`src/rtl/dma2d_pkg.sv`:
```
package dma2d_pkg;

    localparam int unsigned WORD_W   = 32;
    localparam int unsigned CB_WORDS = 6;
    localparam int unsigned IDX_W    = $clog2(CB_WORDS);

    // info word bit positions
    localparam int unsigned INFO_IRQ_EN  = 0;
    localparam int unsigned INFO_TWO_D   = 1;
    localparam int unsigned INFO_DST_INC = 4;
    localparam int unsigned INFO_DST_IGN = 7;
    localparam int unsigned INFO_SRC_INC = 8;
    localparam int unsigned INFO_SRC_IGN = 11;

    typedef enum logic [3:0] {
        S_IDLE = 4'd0,
        S_FREQ = 4'd1,
        S_FRSP = 4'd2,
        S_ROW  = 4'd3,
        S_RREQ = 4'd4,
        S_RRSP = 4'd5,
        S_WREQ = 4'd6,
        S_STEP = 4'd7,
        S_REND = 4'd8,
        S_BLK  = 4'd9
    } eng_state_e;

    typedef struct packed {
        logic [WORD_W-1:0] info;
        logic [WORD_W-1:0] src;
        logic [WORD_W-1:0] dst;
        logic [WORD_W-1:0] len;
        logic [WORD_W-1:0] stride;
        logic [WORD_W-1:0] next;
    } cblk_t;

    typedef struct packed {
        eng_state_e        st;
        logic [IDX_W-1:0]  widx;
        logic [WORD_W-1:0] cb;
        cblk_t             desc;
        logic [WORD_W-1:0] src;
        logic [WORD_W-1:0] dst;
        logic [WORD_W-1:0] len;
        logic [15:0]       rows;
        logic [WORD_W-1:0] xrem;
        logic [WORD_W-1:0] data;
        logic              end_f;
        logic              irq_f;
    } eng_t;

endpackage

```
`src/rtl/dma2d_geom.sv`:
```
module dma2d_geom #(
    parameter int unsigned WORD_W  = 32,
    parameter int unsigned HALF_W  = 16,
    parameter int unsigned ROWC_W  = 14
) (
    input  logic              two_d_i,
    input  logic [WORD_W-1:0] len_i,
    input  logic [WORD_W-1:0] stride_i,
    output logic [HALF_W-1:0] rows_o,
    output logic [WORD_W-1:0] row_bytes_o,
    output logic [WORD_W-1:0] src_stride_o,
    output logic [WORD_W-1:0] dst_stride_o
);
    localparam int unsigned PAD_W = HALF_W - ROWC_W;

    always_comb begin
        if (two_d_i) begin
            rows_o       = {{PAD_W{1'b0}}, len_i[HALF_W +: ROWC_W]};
            row_bytes_o  = {{(WORD_W-HALF_W){1'b0}}, len_i[HALF_W-1:0]};
            src_stride_o = {{(WORD_W-HALF_W){stride_i[HALF_W-1]}}, stride_i[HALF_W-1:0]};
            dst_stride_o = {{(WORD_W-HALF_W){stride_i[WORD_W-1]}}, stride_i[WORD_W-1:HALF_W]};
        end else begin
            rows_o       = HALF_W'(1);
            row_bytes_o  = len_i;
            src_stride_o = '0;
            dst_stride_o = '0;
        end
    end
endmodule

```
`src/rtl/dma2d_addr_adv.sv`:
```
module dma2d_addr_adv #(
    parameter int unsigned AW   = 32,
    parameter int unsigned STEP = 4
) (
    input  logic [AW-1:0] addr_i,
    input  logic          inc_i,
    input  logic [AW-1:0] stride_i,
    output logic [AW-1:0] beat_o,
    output logic [AW-1:0] row_o
);
    always_comb begin
        beat_o = inc_i ? (addr_i + AW'(STEP)) : addr_i;
        row_o  = addr_i + stride_i;
    end
endmodule

```
`src/rtl/desc_dma2d.sv`:
```
module desc_dma2d
    import dma2d_pkg::*;
#(
    parameter int unsigned BEAT_BYTES = 4
) (
    input  logic              clk,
    input  logic              rst_n,
    input  logic              chan_en,
    input  logic              start,
    input  logic [WORD_W-1:0] start_addr,
    input  logic              clr_end,
    input  logic              clr_irq,
    output logic              mem_req_valid,
    input  logic              mem_req_ready,
    output logic              mem_req_write,
    output logic [WORD_W-1:0] mem_req_addr,
    output logic [WORD_W-1:0] mem_req_wdata,
    input  logic              mem_rsp_valid,
    input  logic [WORD_W-1:0] mem_rsp_rdata,
    output logic              busy,
    output logic              end_flag,
    output logic              irq,
    output logic [WORD_W-1:0] cur_cb,
    output logic [WORD_W-1:0] cur_info,
    output logic [WORD_W-1:0] cur_src,
    output logic [WORD_W-1:0] cur_dst,
    output logic [WORD_W-1:0] cur_len,
    output logic [WORD_W-1:0] cur_stride,
    output logic [WORD_W-1:0] cur_next
);
    localparam logic [IDX_W-1:0] CB_LAST  = IDX_W'(CB_WORDS - 1);
    localparam logic [WORD_W-1:0] BEAT_W  = WORD_W'(BEAT_BYTES);
    localparam int unsigned N_ADR = 2;   // 0 = source, 1 = destination

    eng_t q, d;

    // descriptor geometry
    logic              two_d;
    logic [15:0]       g_rows;
    logic [WORD_W-1:0] g_row_bytes, g_src_stride, g_dst_stride;

    assign two_d = q.desc.info[INFO_TWO_D];

    dma2d_geom #(.WORD_W(WORD_W), .HALF_W(16), .ROWC_W(14)) u_geom (
        .two_d_i      (two_d),
        .len_i        (q.desc.len),
        .stride_i     (q.desc.stride),
        .rows_o       (g_rows),
        .row_bytes_o  (g_row_bytes),
        .src_stride_o (g_src_stride),
        .dst_stride_o (g_dst_stride)
    );

    // address steppers
    logic [N_ADR-1:0][WORD_W-1:0] adv_base, adv_stride, adv_beat, adv_row;
    logic [N_ADR-1:0]             adv_inc;

    assign adv_base[0]   = q.src;
    assign adv_base[1]   = q.dst;
    assign adv_stride[0] = g_src_stride;
    assign adv_stride[1] = g_dst_stride;
    assign adv_inc[0]    = q.desc.info[INFO_SRC_INC];
    assign adv_inc[1]    = q.desc.info[INFO_DST_INC];

    for (genvar k = 0; k < N_ADR; k++) begin : g_adv
        dma2d_addr_adv #(.AW(WORD_W), .STEP(BEAT_BYTES)) u_adv (
            .addr_i   (adv_base[k]),
            .inc_i    (adv_inc[k]),
            .stride_i (adv_stride[k]),
            .beat_o   (adv_beat[k]),
            .row_o    (adv_row[k])
        );
    end

    logic              src_ign, dst_ign;
    logic [WORD_W-1:0] xrem_n;
    logic [15:0]       rows_n;
    logic [WORD_W-1:0] fetch_addr;

    assign src_ign    = q.desc.info[INFO_SRC_IGN];
    assign dst_ign    = q.desc.info[INFO_DST_IGN];
    assign xrem_n     = (q.xrem < BEAT_W) ? '0 : (q.xrem - BEAT_W);
    assign rows_n     = q.rows - 16'd1;
    assign fetch_addr = q.cb + WORD_W'({q.widx, 2'b00});

    // next-state logic
    always_comb begin
        d = q;
        if (clr_end) d.end_f = 1'b0;
        if (clr_irq) d.irq_f = 1'b0;

        unique case (q.st)
            S_IDLE: begin
                if (start && chan_en) begin
                    d.cb = start_addr;
                    if (start_addr != '0) begin
                        d.st   = S_FREQ;
                        d.widx = '0;
                    end
                end
            end
            S_FREQ: begin
                if (mem_req_ready) d.st = S_FRSP;
            end
            S_FRSP: begin
                if (mem_rsp_valid) begin
                    unique case (q.widx)
                        IDX_W'(0): d.desc.info   = mem_rsp_rdata;
                        IDX_W'(1): d.desc.src    = mem_rsp_rdata;
                        IDX_W'(2): d.desc.dst    = mem_rsp_rdata;
                        IDX_W'(3): d.desc.len    = mem_rsp_rdata;
                        IDX_W'(4): d.desc.stride = mem_rsp_rdata;
                        default:   d.desc.next   = mem_rsp_rdata;
                    endcase
                    if (q.widx == CB_LAST) begin
                        // fields 0..4 already registered; geometry is valid
                        d.src  = q.desc.src;
                        d.dst  = q.desc.dst;
                        d.len  = q.desc.len;
                        d.rows = g_rows;
                        d.xrem = g_row_bytes;
                        d.st   = S_ROW;
                    end else begin
                        d.widx = q.widx + IDX_W'(1);
                        d.st   = S_FREQ;
                    end
                end
            end
            S_ROW: begin
                if (q.rows == '0) begin
                    d.st = S_BLK;
                end else if (q.xrem == '0) begin
                    d.st = S_REND;
                end else if (!src_ign) begin
                    d.st = S_RREQ;
                end else begin
                    d.data = '0;
                    d.st   = dst_ign ? S_STEP : S_WREQ;
                end
            end
            S_RREQ: begin
                if (mem_req_ready) d.st = S_RRSP;
            end
            S_RRSP: begin
                if (mem_rsp_valid) begin
                    d.data = mem_rsp_rdata;
                    d.st   = dst_ign ? S_STEP : S_WREQ;
                end
            end
            S_WREQ: begin
                if (mem_req_ready) d.st = S_STEP;
            end
            S_STEP: begin
                d.src  = adv_beat[0];
                d.dst  = adv_beat[1];
                d.xrem = xrem_n;
                d.len  = two_d ? {q.rows, xrem_n[15:0]} : xrem_n;
                d.st   = S_ROW;
            end
            S_REND: begin
                d.rows = rows_n;
                if (rows_n != '0) begin
                    d.src  = adv_row[0];
                    d.dst  = adv_row[1];
                    d.xrem = g_row_bytes;
                    d.st   = S_ROW;
                end else begin
                    d.st = S_BLK;
                end
            end
            S_BLK: begin
                d.end_f = 1'b1;
                if (q.desc.info[INFO_IRQ_EN]) d.irq_f = 1'b1;
                d.cb = q.desc.next;
                if ((q.desc.next != '0) && chan_en) begin
                    d.st   = S_FREQ;
                    d.widx = '0;
                end else begin
                    d.st = S_IDLE;
                end
            end
            default: d.st = S_IDLE;
        endcase
    end

    always_ff @(posedge clk or negedge rst_n) begin
        if (!rst_n) q <= '0;
        else        q <= d;
    end

    // request channel
    always_comb begin
        mem_req_valid = 1'b0;
        mem_req_write = 1'b0;
        mem_req_addr  = '0;
        unique case (q.st)
            S_FREQ: begin
                mem_req_valid = 1'b1;
                mem_req_addr  = fetch_addr;
            end
            S_RREQ: begin
                mem_req_valid = 1'b1;
                mem_req_addr  = q.src;
            end
            S_WREQ: begin
                mem_req_valid = 1'b1;
                mem_req_write = 1'b1;
                mem_req_addr  = q.dst;
            end
            default: ;
        endcase
    end

    assign mem_req_wdata = q.data;
    assign busy          = (q.st != S_IDLE);
    assign end_flag      = q.end_f;
    assign irq           = q.irq_f;
    assign cur_cb        = q.cb;
    assign cur_info      = q.desc.info;
    assign cur_src       = q.src;
    assign cur_dst       = q.dst;
    assign cur_len       = q.len;
    assign cur_stride    = q.desc.stride;
    assign cur_next      = q.desc.next;

endmodule

```
`config.mk`:
```
export PLATFORM = sky130hd
export DESIGN_NAME = desc_dma2d
export DESIGN_NICKNAME = d
export VERILOG_FILES = /design/src/rtl/dma2d_pkg.sv /design/src/rtl/dma2d_geom.sv /design/src/rtl/dma2d_addr_adv.sv /design/src/rtl/desc_dma2d.sv
export SDC_FILE = /design/constraint.sdc
export NUM_CORES = 1
export LEC_CHECK = 0
export BUFFER_PORTS_ARGS = -buffer_cell sky130_fd_sc_hd__clkbuf_2
export CORE_MARGIN = 2
export CORE_UTILIZATION = 44
export DETAILED_ROUTE_END_ITERATION = 10
export PLACE_DENSITY = 0.68
export SLEW_MARGIN = 30
export SYNTH_ARGS = -nofsm -noshare
export SYNTH_HDL_FRONTEND = slang
export SYNTH_SLANG_ARGS = --single-unit
```
`constraint.sdc`:
```
create_clock -name clk -period 4.7 [get_ports clk]
set_input_delay 0.235 -clock clk [delete_from_list [all_inputs] [get_ports clk]]
set_output_delay 0.235 -clock clk [all_outputs]
set_load 0.03 [all_outputs]
```
==> results of run 1 <==
[worst reg2reg max path: stages (launching register included)]
cell and delay (ns):
dfrtp_2 0.63, and2_1 0.25, ha_1 0.21, fa_1 0.41
a21oi_1 0.24, o21ai_1 0.12, nor3b_1 0.17, a211oi_2 0.30
o211ai_1 0.22, a31oi_1 0.37, nand2_1 0.21, a311oi_1 0.42
nor3b_1 0.10, a211oi_1 0.20
[cell families (layout without fill, tap and decap cells)]
group	count (synthesis)	after routing	synth area share
xor gates and xnor gates	140	140	0.04771
DFF	409	409	0.3983
AOI/OAI and AO/OA	656	656	0.1637
muxes	243	243	0.1042
adders and majority gates	79	79	0.03934
buffers and inverters	436	553	0.1048
and+or+nand+nor	744	744	0.1420
[stage by stage]
step                area, um^2  total power, W  setup WS (ns)
global route             28240         0.02331         0.5048
floorplan                25700         0.01582          1.345
CTS                      28230         0.02193         0.8355
finish                   28240         0.02201         0.7551
global placement         26330         0.01783         0.8740
detailed placement       26340         0.01809         0.8648
[timing repair]
item,4_1_cts,5_1_grt
endpoints found under the hold margin,119,0
gates resized for setup,0,0
hold buffers,34,0
[layout by cell type (no fill, tap or decap), types with 35 or more instances in the layout]
cell,count
mux2_2,195
a22oi_1,37
o21ai_0,165
a22o_1,35
a21oi_1,166
a21o_1,35
dfrtp_1,408
nand3_1,57
nor3_1,54
xor2_1,67
inv_1,38
clkbuf_2,363
ha_1,76
clkbuf_16,48
and2_1,38
and3_1,35
a221oi_1,44
mux2i_1,47
xnor2_1,73
a31oi_1,39
nand2_1,220
nor2_1,188
[registers in the layout, summed over array words and instances, names as in the netlist, 32 cells and up]
name           cells
cur_dst           32
cur_info          32
cur_next          32
q                151
cur_len           32
cur_src           32
cur_cb            32
cur_stride        32
mem_req_wdata     32
[power by group through the flow]
| stage | logic [W] | registers (W) | clock network, W |
|---|---|---|---|
| after floorplan | 0.00959 | 0.00623 | 0 |
| after global placement | 0.0107 | 0.00717 | 0 |
| after detailed placement | 0.0108 | 0.00726 | 0 |
| after CTS | 0.0109 | 0.00721 | 0.00382 |
| after global routing | 0.0118 | 0.00749 | 0.00398 |
| final | 0.0110 | 0.00727 | 0.00377 |
[final timing paths]
kind,end,cells past startpoint
max,cur_src[30]$_DFFE_PN0P_,13
min,cur_cb[20]$_DFFE_PN0P_,3
max reg2reg,cur_src[30]$_DFFE_PN0P_,13
min reg2reg,mem_req_wdata[8]$_DFFE_PN0P_,1
max in group asynchronous,cur_next[28]$_DFFE_PN0P_,3
min in group asynchronous,q[54]$_DFFE_PN0P_,2
[layer usage]
metal	up-vias	wire length [um]
li1	9697	-
met2	1115	38270
met4	2	3818
met3	190	7678
met5	-	15
met1	10620	37670
[cell type report]
cell class              instances  area (um^2)  area share
flip-flops and latches        409        10240      0.3624
inverters                      39        146.4    0.005183
clock buffers                  64         1341     0.04749
repair buffers                434         2480     0.08780
well taps                     765        957.2     0.03389
clock inverters                16        209.0    0.007398
multi-input cells            1862        12870      0.4558
==> impl_metrics.yaml, run 1 <==
timing:
  maxClockFrequency_ghz: 0.2535
  rsz0062_at_grt: "false"
  max-slew-margin-rel: 0.3307
  report.final.slew_viol_count: 0
  finalHoldViolations: 0
  fin_crit_sh: 0.8393
  fin_hold_ws_ns: 0.02925
  clock_skew_ns: 0.01844
  setup_tns_ns: 0
  tightest_slew_ns: 0.9986
  period_needed_ns: 3.945
  setup_viol_count_final: 0
setup_path:
  cp.required_ns: 5.21
  startpoint: "cur_info[1]$_DFFE_PN0P_"
  crit_fanout: 36
  arrival_ns: 4.45
  max_stage_delay_ns: 0.63
  cp_common_cell: "nor3b_1"
  worst_path_max_delay_cell: "dfrtp_2"
  cp-end-kind: "flop"
  path_cells: "and2_1 > ha_1 > fa_1 > a21oi_1 > o21ai_1 > nor3b_1 > a211oi_2 > o211ai_1 > a31oi_1 > nand2_1 > a311oi_1 > nor3b_1 > a211oi_1"
  cp_top_family: "compound AO/OA/AOI/OAI gates"
  critical_path_class: "reg -> reg"
  r2r-start: "cur_info[1]$_DFFE_PN0P_"
  path_buf_inv: 0
  start_kind: "flop"
  regToRegSetupSlack_ns: 0.76
logic_synthesis:
  yosys_warnings: 0
  syn_avg_cell_area_um2: 9.493
  synth_fp_nets: 2858
  netlist_area_mm2: 0.02570
  synth_commonest_cells: "409 x dfrtp_1, 263 x buf_4, 224 x nand2_1"
  synth_top_cell_by_area: "dfrtp_1"
  ys_async_sr_fraction: 1.000
  synth_most_common_cell: "dfrtp_1"
  synth_edf_count: 0
  yosysUniqueCellTypes: 88
  syn_inst: 2707
  synth-main-ff-cell: "dfrtp_1"
  synth-seq-cells: 409
  yosysSeqAreaShare: 0.3983
  synthTopCellsByArea: "dfrtp_1 40%, mux2_2 8.5%, buf_4 7.7%"
  yosysTopAreaCellShare: 0.3983
pwr:
  power_density_mw_per_mm2: 779.4
  p_int_w: 0.01117
  power_frac_comb: 0.499
  seqPwrFrac: 0.330
  switching_share: 0.4925
  peakVddDrop_mv: 0.4495
  cellLeakagePower_nw: 13.06
  p_sw_w: 0.01084
  p_clk_frac: 0.171
global_routing:
  grt_overflow: 0
  gr-usage-met2: 0.4307
  met1_usage: 0.4042
  busiest_layer: "met2"
  antenna_found_initial: 7
  grt_max_degree: 102
  grt_use_total: 0.2874
  grt_pass1_vias: 20990
  grt_util_met3: 0.05610
  grt_pass1_wl_um: 131400
floorplan:
  dieArea_mm2: 0.06035
  io_pins: 365
  rows: 88
  coreArea_mm2: 0.05770
  initial_core_util: 0.4454
  fp.dieW_um: 245.7
  die_height_um: 245.7
drt:
  wire_per_inst_um: 24.37
  vias_per_cell: 6.026
  firstDrtPassIters: 6
  drc: 0
  drt_wl_total_um: 87450
  drtIter0Drc: 1916
  vias: 21630
  ant_nets: 0
finish:
  drive_gt1_frac: 0.2560
  utilization: 0.4895
  diodes: 0
  fin_cells: 3589
  area_delta_synth_final_pct: 9.908
  final_nets: 2944
  fillers: 5371
clocking:
  clk_pin_slew_ns: 0.06
  h-tree-depth: 2
  cts_tree: "done"
  cts_made_buffers: 47
  post_cts_buffers: 0
  clock_sink_count: 409
  ctsRootBufferMaster: "clkbuf_16"
  clock_path_buffers: 3
  clk_latency_ns: 0.61
min_path:
  hold_class: "in -> reg"
  hp-start: "start_addr[20]"
run_status:
  outcome: "complete, no violations"
placed_design:
  dpl.hpwl_um: 63270
  dp_cells: 3475
  place_congestion: 0.9789
  numPortBuffers: 364
flow_run:
  max_cap_viol_count: 0
No activity file was read; power rests on OpenSTA's default activity.
==> run 2, diff against run 1 <==
--- a/config.mk
+++ b/config.mk
@@ -9,7 +9,7 @@
 export CORE_MARGIN = 2
 export CORE_UTILIZATION = 44
 export DETAILED_ROUTE_END_ITERATION = 10
-export PLACE_DENSITY = 0.68
+export PLACE_DENSITY = 0.7
 export SLEW_MARGIN = 30
 export SYNTH_ARGS = -nofsm -noshare
 export SYNTH_HDL_FRONTEND = slang
==> constraint.sdc (replaced) <==
create_clock -name clk -period 3.15 [get_ports clk]
set_input_delay 0.1575 -clock clk [delete_from_list [all_inputs] [get_ports clk]]
set_output_delay 0.1575 -clock clk [all_outputs]
set_load 0.03 [all_outputs]
==> impl_metrics.yaml, run 2 (synthesized netlist as in run 1, its figures left out) <==
run_status:
  outcome: "finished with violations"
  violations: "negative setup slack"
setup_path:
  start_kind: "flop"
  cp-end-kind: "flop"
  crit_fanout: 6
  critical_path_class: "reg -> reg"
  cp.required_ns: 3.62
  arrival_ns: 3.80
  regToRegSetupSlack_ns: -0.18
global_routing:
  antenna_found_initial: 9
  grt_use_total: 0.2935
  grt_pass1_vias: 21670
  grt_pass1_wl_um: 135200
  grt_overflow: 0
  grt_max_degree: 102
drt:
  drt_wl_total_um: 91010
  firstDrtPassIters: 8
  drtIter0Drc: 2157
  ant_nets: 0
  vias: 22710
  wire_per_inst_um: 24.15
  drc: 0
  vias_per_cell: 6.024
clocking:
  cts_tree: "done"
  clk_latency_ns: 0.60
  cts_made_buffers: 47
  h-tree-depth: 2
  clock_path_buffers: 3
  clock_sink_count: 409
  clk_pin_slew_ns: 0.06
  ctsRootBufferMaster: "clkbuf_16"
finish:
  multiInputGateArea_mm2: 0.01366
  fillers: 5181
  area_delta_synth_final_pct: 19.12
  seq_area_mm2: 0.01024
  final_nets: 3121
  top_register: "q"
  diodes: 0
  final_cell_mix: "404 x dfrtp_1, 359 x clkbuf_2, 216 x nand2_1, 194 x mux2_2, 193 x buf_4"
  stdcell_area_mm2: 0.03061
  final_common_cell: "dfrtp_1"
  largest_reg_flops: 151
  drive_gt1_frac: 0.3395
placed_design:
  numPortBuffers: 364
  place_ws_ns: -0.1880
  dpl_cell_area_mm2: 0.02754
  dpl.hpwl_um: 65280
  place_congestion: 0.9461
timing:
  rsz0062_at_grt: "true"
  fin_crit_sh: 1.057
  period_needed_ns: 3.329
  maxClockFrequency_ghz: 0.3004
  post-route-worst-setup-slack_ns: -0.1790
  finalHoldViolations: 0
  fin_hold_ws_ns: 0.04903
  clock_skew_ns: 0.02368
  setup_viol_count_final: 8
  max-slew-margin-rel: 0.3878
  report.final.slew_viol_count: 0
  tightest_slew_ns: 0.9162
floorplan:
  fp.dieW_um: 245.7
  die_height_um: 245.7
  rows: 88
  io_pins: 365
  coreArea_mm2: 0.05770
  initial_core_util: 0.4454
  dieArea_mm2: 0.06035
flow_run:
  max_cap_viol_count: 0
pwr:
  cellLeakagePower_nw: 14.08
  power_density_mw_per_mm2: 1148
  peakVddDrop_mv: 0.5808
min_path:
  hold_class: "in -> reg"
## run 2: cell types whose count changed in the layout (fill, tap and decap cells not counted), moves of 6 or more
cell	delta
a21oi_4	+6
and2_4	+12
o21ai_1	+14
o21ai_0	-19
a221oi_1	-8
buf_12	+11
a21oi_1	-15
buf_4	+160
a221oi_2	+8
ha_2	+7
a21oi_2	+9
ha_4	+23
and2_1	-13
ha_1	-30
## run 2: stage by stage
step,total power [W],instances,TNS [ns],util
floorplan,0.02364,2707,0,-
detailed placement,0.02799,3618,-1.172,0.4773
global placement,0.02761,3618,-0.3847,0.4773
CTS,0.03422,3748,-0.2145,0.5168
global route,0.03706,3769,-2.924,0.5306
finish,0.03516,3769,-0.6770,0.5306
## run 2: worst paths after layout
path,start,to,depth (start not counted)
min in group asynchronous,rst_n,cur_len[27]$_DFFE_PN0P_,2
max in group asynchronous,rst_n,cur_cb[14]$_DFFE_PN0P_,3
worst max-delay path,cur_info[1]$_DFFE_PN0P_,cur_dst[31]$_DFFE_PN0P_,15
worst min-delay path,mem_rsp_rdata[1],mem_req_wdata[1]$_DFFE_PN0P_,2
worst max register to register,cur_info[1]$_DFFE_PN0P_,cur_dst[31]$_DFFE_PN0P_,15
worst min register to register,mem_req_wdata[18]$_DFFE_PN0P_,mem_req_wdata[18]$_DFFE_PN0P_,1
## run 2: layout make-up
cell class | count | area share
clock buffer | 73 | 0.04725
clock inverter | 10 | 0.005518
inverter | 39 | 0.004864
multi-input combinational | 1862 | 0.4462
sequential | 409 | 0.3345
tap | 765 | 0.03127
timing repair buffer | 611 | 0.1304
## run 2: worst max-delay path, stage by stage, from the launching register on
cell and delay [ns]:
dfrtp_2 0.44, buf_12 0.15, buf_8 0.13, and2_4 0.14, ha_4 0.26, a21o_1 0.15
a31o_4 0.15, o211ai_1 0.14, a211oi_2 0.34, o211ai_1 0.15, buf_4 0.16, o21a_1 0.21
o31ai_2 0.26, xnor2_1 0.18, nor4_1 0.08, a311o_1 0.27
## run 2: repair_timing
action,CTS,global route
endpoints found under the hold margin,91,0
gates resized for setup,41,138
buffers inserted,9,21
endpoints found under the setup margin,26,91
pin swaps,22,69
hold buffers,38,0
## run 2: power by group
group / internal, W / switching, W / total (W)
clock: 0.00348 / 0.00231 / 0.00579
sequential: 0.00761 / 0.00260 / 0.0102
combinational: 0.00721 / 0.0120 / 0.0192
## run 2: per-layer routing
layer / GRT usage / part of all wire / vias up
met1: 0.4128 / 0.43 / 11210
met5: 0 / 0 / -
met3: 0.06133 / 0.093 / 215
met4: 0.1312 / 0.047 / 0
li1: - / - / 10040
met2: 0.4338 / 0.43 / 1237
==> run 3, diff against run 2 <==
--- a/config.mk
+++ b/config.mk
@@ -9,7 +9,7 @@
 export CORE_MARGIN = 2
 export CORE_UTILIZATION = 44
 export DETAILED_ROUTE_END_ITERATION = 10
-export PLACE_DENSITY = 0.7
+export PLACE_DENSITY = 0.68
 export SLEW_MARGIN = 30
 export SYNTH_ARGS = -nofsm -noshare
 export SYNTH_HDL_FRONTEND = slang
==> constraint.sdc (replaced) <==
create_clock -name clk -period 3.9 [get_ports clk]
set_input_delay 0.195 -clock clk [delete_from_list [all_inputs] [get_ports clk]]
set_output_delay 0.195 -clock clk [all_outputs]
set_load 0.03 [all_outputs]
==> impl_metrics.yaml, run 3 (synthesized netlist as in run 1, its figures left out) <==
floorplan:
  rows: 88
  io_pins: 365
  initial_core_util: 0.4454
  fp.dieW_um: 245.7
  dieArea_mm2: 0.06035
  die_height_um: 245.7
  coreArea_mm2: 0.05770
global_routing:
  busiest_layer: "met2"
  gr-usage-met2: 0.4305
  grt_pass1_wl_um: 131200
  grt_pass1_vias: 20990
  antenna_found_initial: 6
  grt_max_degree: 104
  grt_use_total: 0.2859
  met1_usage: 0.3993
  grt_util_met3: 0.05784
  grt_overflow: 0
drt:
  vias: 21670
  drtIter0Drc: 2014
  firstDrtPassIters: 5
  ant_nets: 0
  wire_per_inst_um: 24.16
  vias_per_cell: 5.966
  drt_wl_total_um: 87740
  drc: 0
setup_path:
  arrival_ns: 4.07
  worst_path_max_delay_cell: "dfrtp_2"
  critical_path_class: "reg -> reg"
  path_cells: "buf_4 > and2_1 > ha_1 > a211oi_1 > o21bai_1 > a21o_1 > a221o_1 > a21oi_1 > o221ai_1 > a21oi_1 > o21a_1 > mux2_2 > o211ai_1"
  start_kind: "flop"
  max_stage_delay_ns: 0.42
  regToRegSetupSlack_ns: 0.33
  cp-end-kind: "flop"
  cp.required_ns: 4.40
  crit_fanout: 17
  cp_top_family: "compound AO/OA/AOI/OAI gates"
  cp_common_cell: "a21oi_1"
  path_buf_inv: 1
timing:
  clock_skew_ns: 0.02242
  fin_crit_sh: 0.9156
  period_needed_ns: 3.571
  tightest_slew_ns: 1.071
  fin_hold_ws_ns: 0.03146
  setup_viol_count_final: 0
  maxClockFrequency_ghz: 0.2801
  max-slew-margin-rel: 0.2792
  finalHoldViolations: 0
  report.final.slew_viol_count: 0
  rsz0062_at_grt: "false"
  setup_tns_ns: 0
pwr:
  power_density_mw_per_mm2: 931.2
  p_int_w: 0.01354
  p_clk_frac: 0.167
  peakVddDrop_mv: 0.5613
  seqPwrFrac: 0.322
  p_sw_w: 0.01303
  power_frac_comb: 0.511
  switching_share: 0.4904
  cellLeakagePower_nw: 13.25
run_status:
  outcome: "complete, no violations"
placed_design:
  dpl_cell_area_mm2: 0.02659
  dpl.hpwl_um: 63630
  place_congestion: 0.9394
  dp_cells: 3505
  numPortBuffers: 364
clocking:
  clock_path_buffers: 3
  h-tree-depth: 2
  clk_latency_ns: 0.59
  cts_resized: 0
  clk_pin_slew_ns: 0.06
  post_cts_buffers: 0
  ctsRootBufferMaster: "clkbuf_16"
  hold_buffers: 37
  cts_tree: "done"
  clock_sink_count: 409
  cts_made_buffers: 48
finish:
  final_cell_mix: "408 x dfrtp_1, 363 x clkbuf_2, 223 x nand2_1, 195 x mux2_2, 190 x nor2_1"
  stdcell_area_mm2: 0.02854
  diodes: 0
  top_register: "q"
  drive_gt1_frac: 0.2612
  final_nets: 2980
  largest_reg_flops: 151
  area_delta_synth_final_pct: 11.07
  final_common_cell: "dfrtp_1"
  fin_cells: 3632
min_path:
  hold_class: "in -> reg"
flow_run:
  max_cap_viol_count: 0
==> run 3: per-stage QoR <==
stage	power, W	setup slack (ns)	utilization
final	0.02658	0.3293	0.4947
after global routing	0.02813	0.09689	0.4947
after CTS	0.02649	0.2926	0.4938
after detailed placement	0.02194	0.3659	0.4608
after global placement	0.02161	0.4154	0.4607
after floorplan	0.01907	0.5445	-
==> run 3: layout make-up <==
type                       count  area (um^2)
clock inverter                14        137.6
clock buffer                  74         1399
fill                        5406        29150
multi-input combinational   1862        12850
sequential                   409        10240
inverter                      39        146.4
tap                          765        957.2
timing repair buffer         469         2815
==> run 3: layer usage <==
layer | up-vias | routed length, um
li1 | 9754 | -
met1 | 10650 | 38050
met2 | 1062 | 38310
met3 | 202 | 7316
met4 | 2 | 4053
met5 | - | 7
==> run 3: path summary, 6_finish.rpt <==
path,start,depth (start not counted),end
max,cur_info[1]$_DFFE_PN0P_,13,cur_dst[30]$_DFFE_PN0P_
max in group asynchronous,rst_n,3,cur_cb[29]$_DFFE_PN0P_
min reg2reg,mem_req_wdata[21]$_DFFE_PN0P_,1,mem_req_wdata[21]$_DFFE_PN0P_
min in group asynchronous,rst_n,2,cur_len[21]$_DFFE_PN0P_
max reg2reg,cur_info[1]$_DFFE_PN0P_,13,cur_dst[30]$_DFFE_PN0P_
min,start_addr[31],3,cur_cb[31]$_DFFE_PN0P_
==> run 3: tightest hold or removal path: cells and delay by family <==
family,cells,cell delay [ns]
muxes,1,0.15
buffers and inverters,1,0.15
AOI/OAI and AO/OA,1,0.08
==> run 3: power groups by stage <==
stage / registers, W / logic, W / clock network [W]
after global placement: 0.00845 / 0.0132 / 0
after CTS: 0.00850 / 0.0135 / 0.00451
final: 0.00857 / 0.0136 / 0.00443
after detailed placement: 0.00856 / 0.0134 / 0
after floorplan: 0.00751 / 0.0116 / 0
after global routing: 0.00882 / 0.0146 / 0.00469
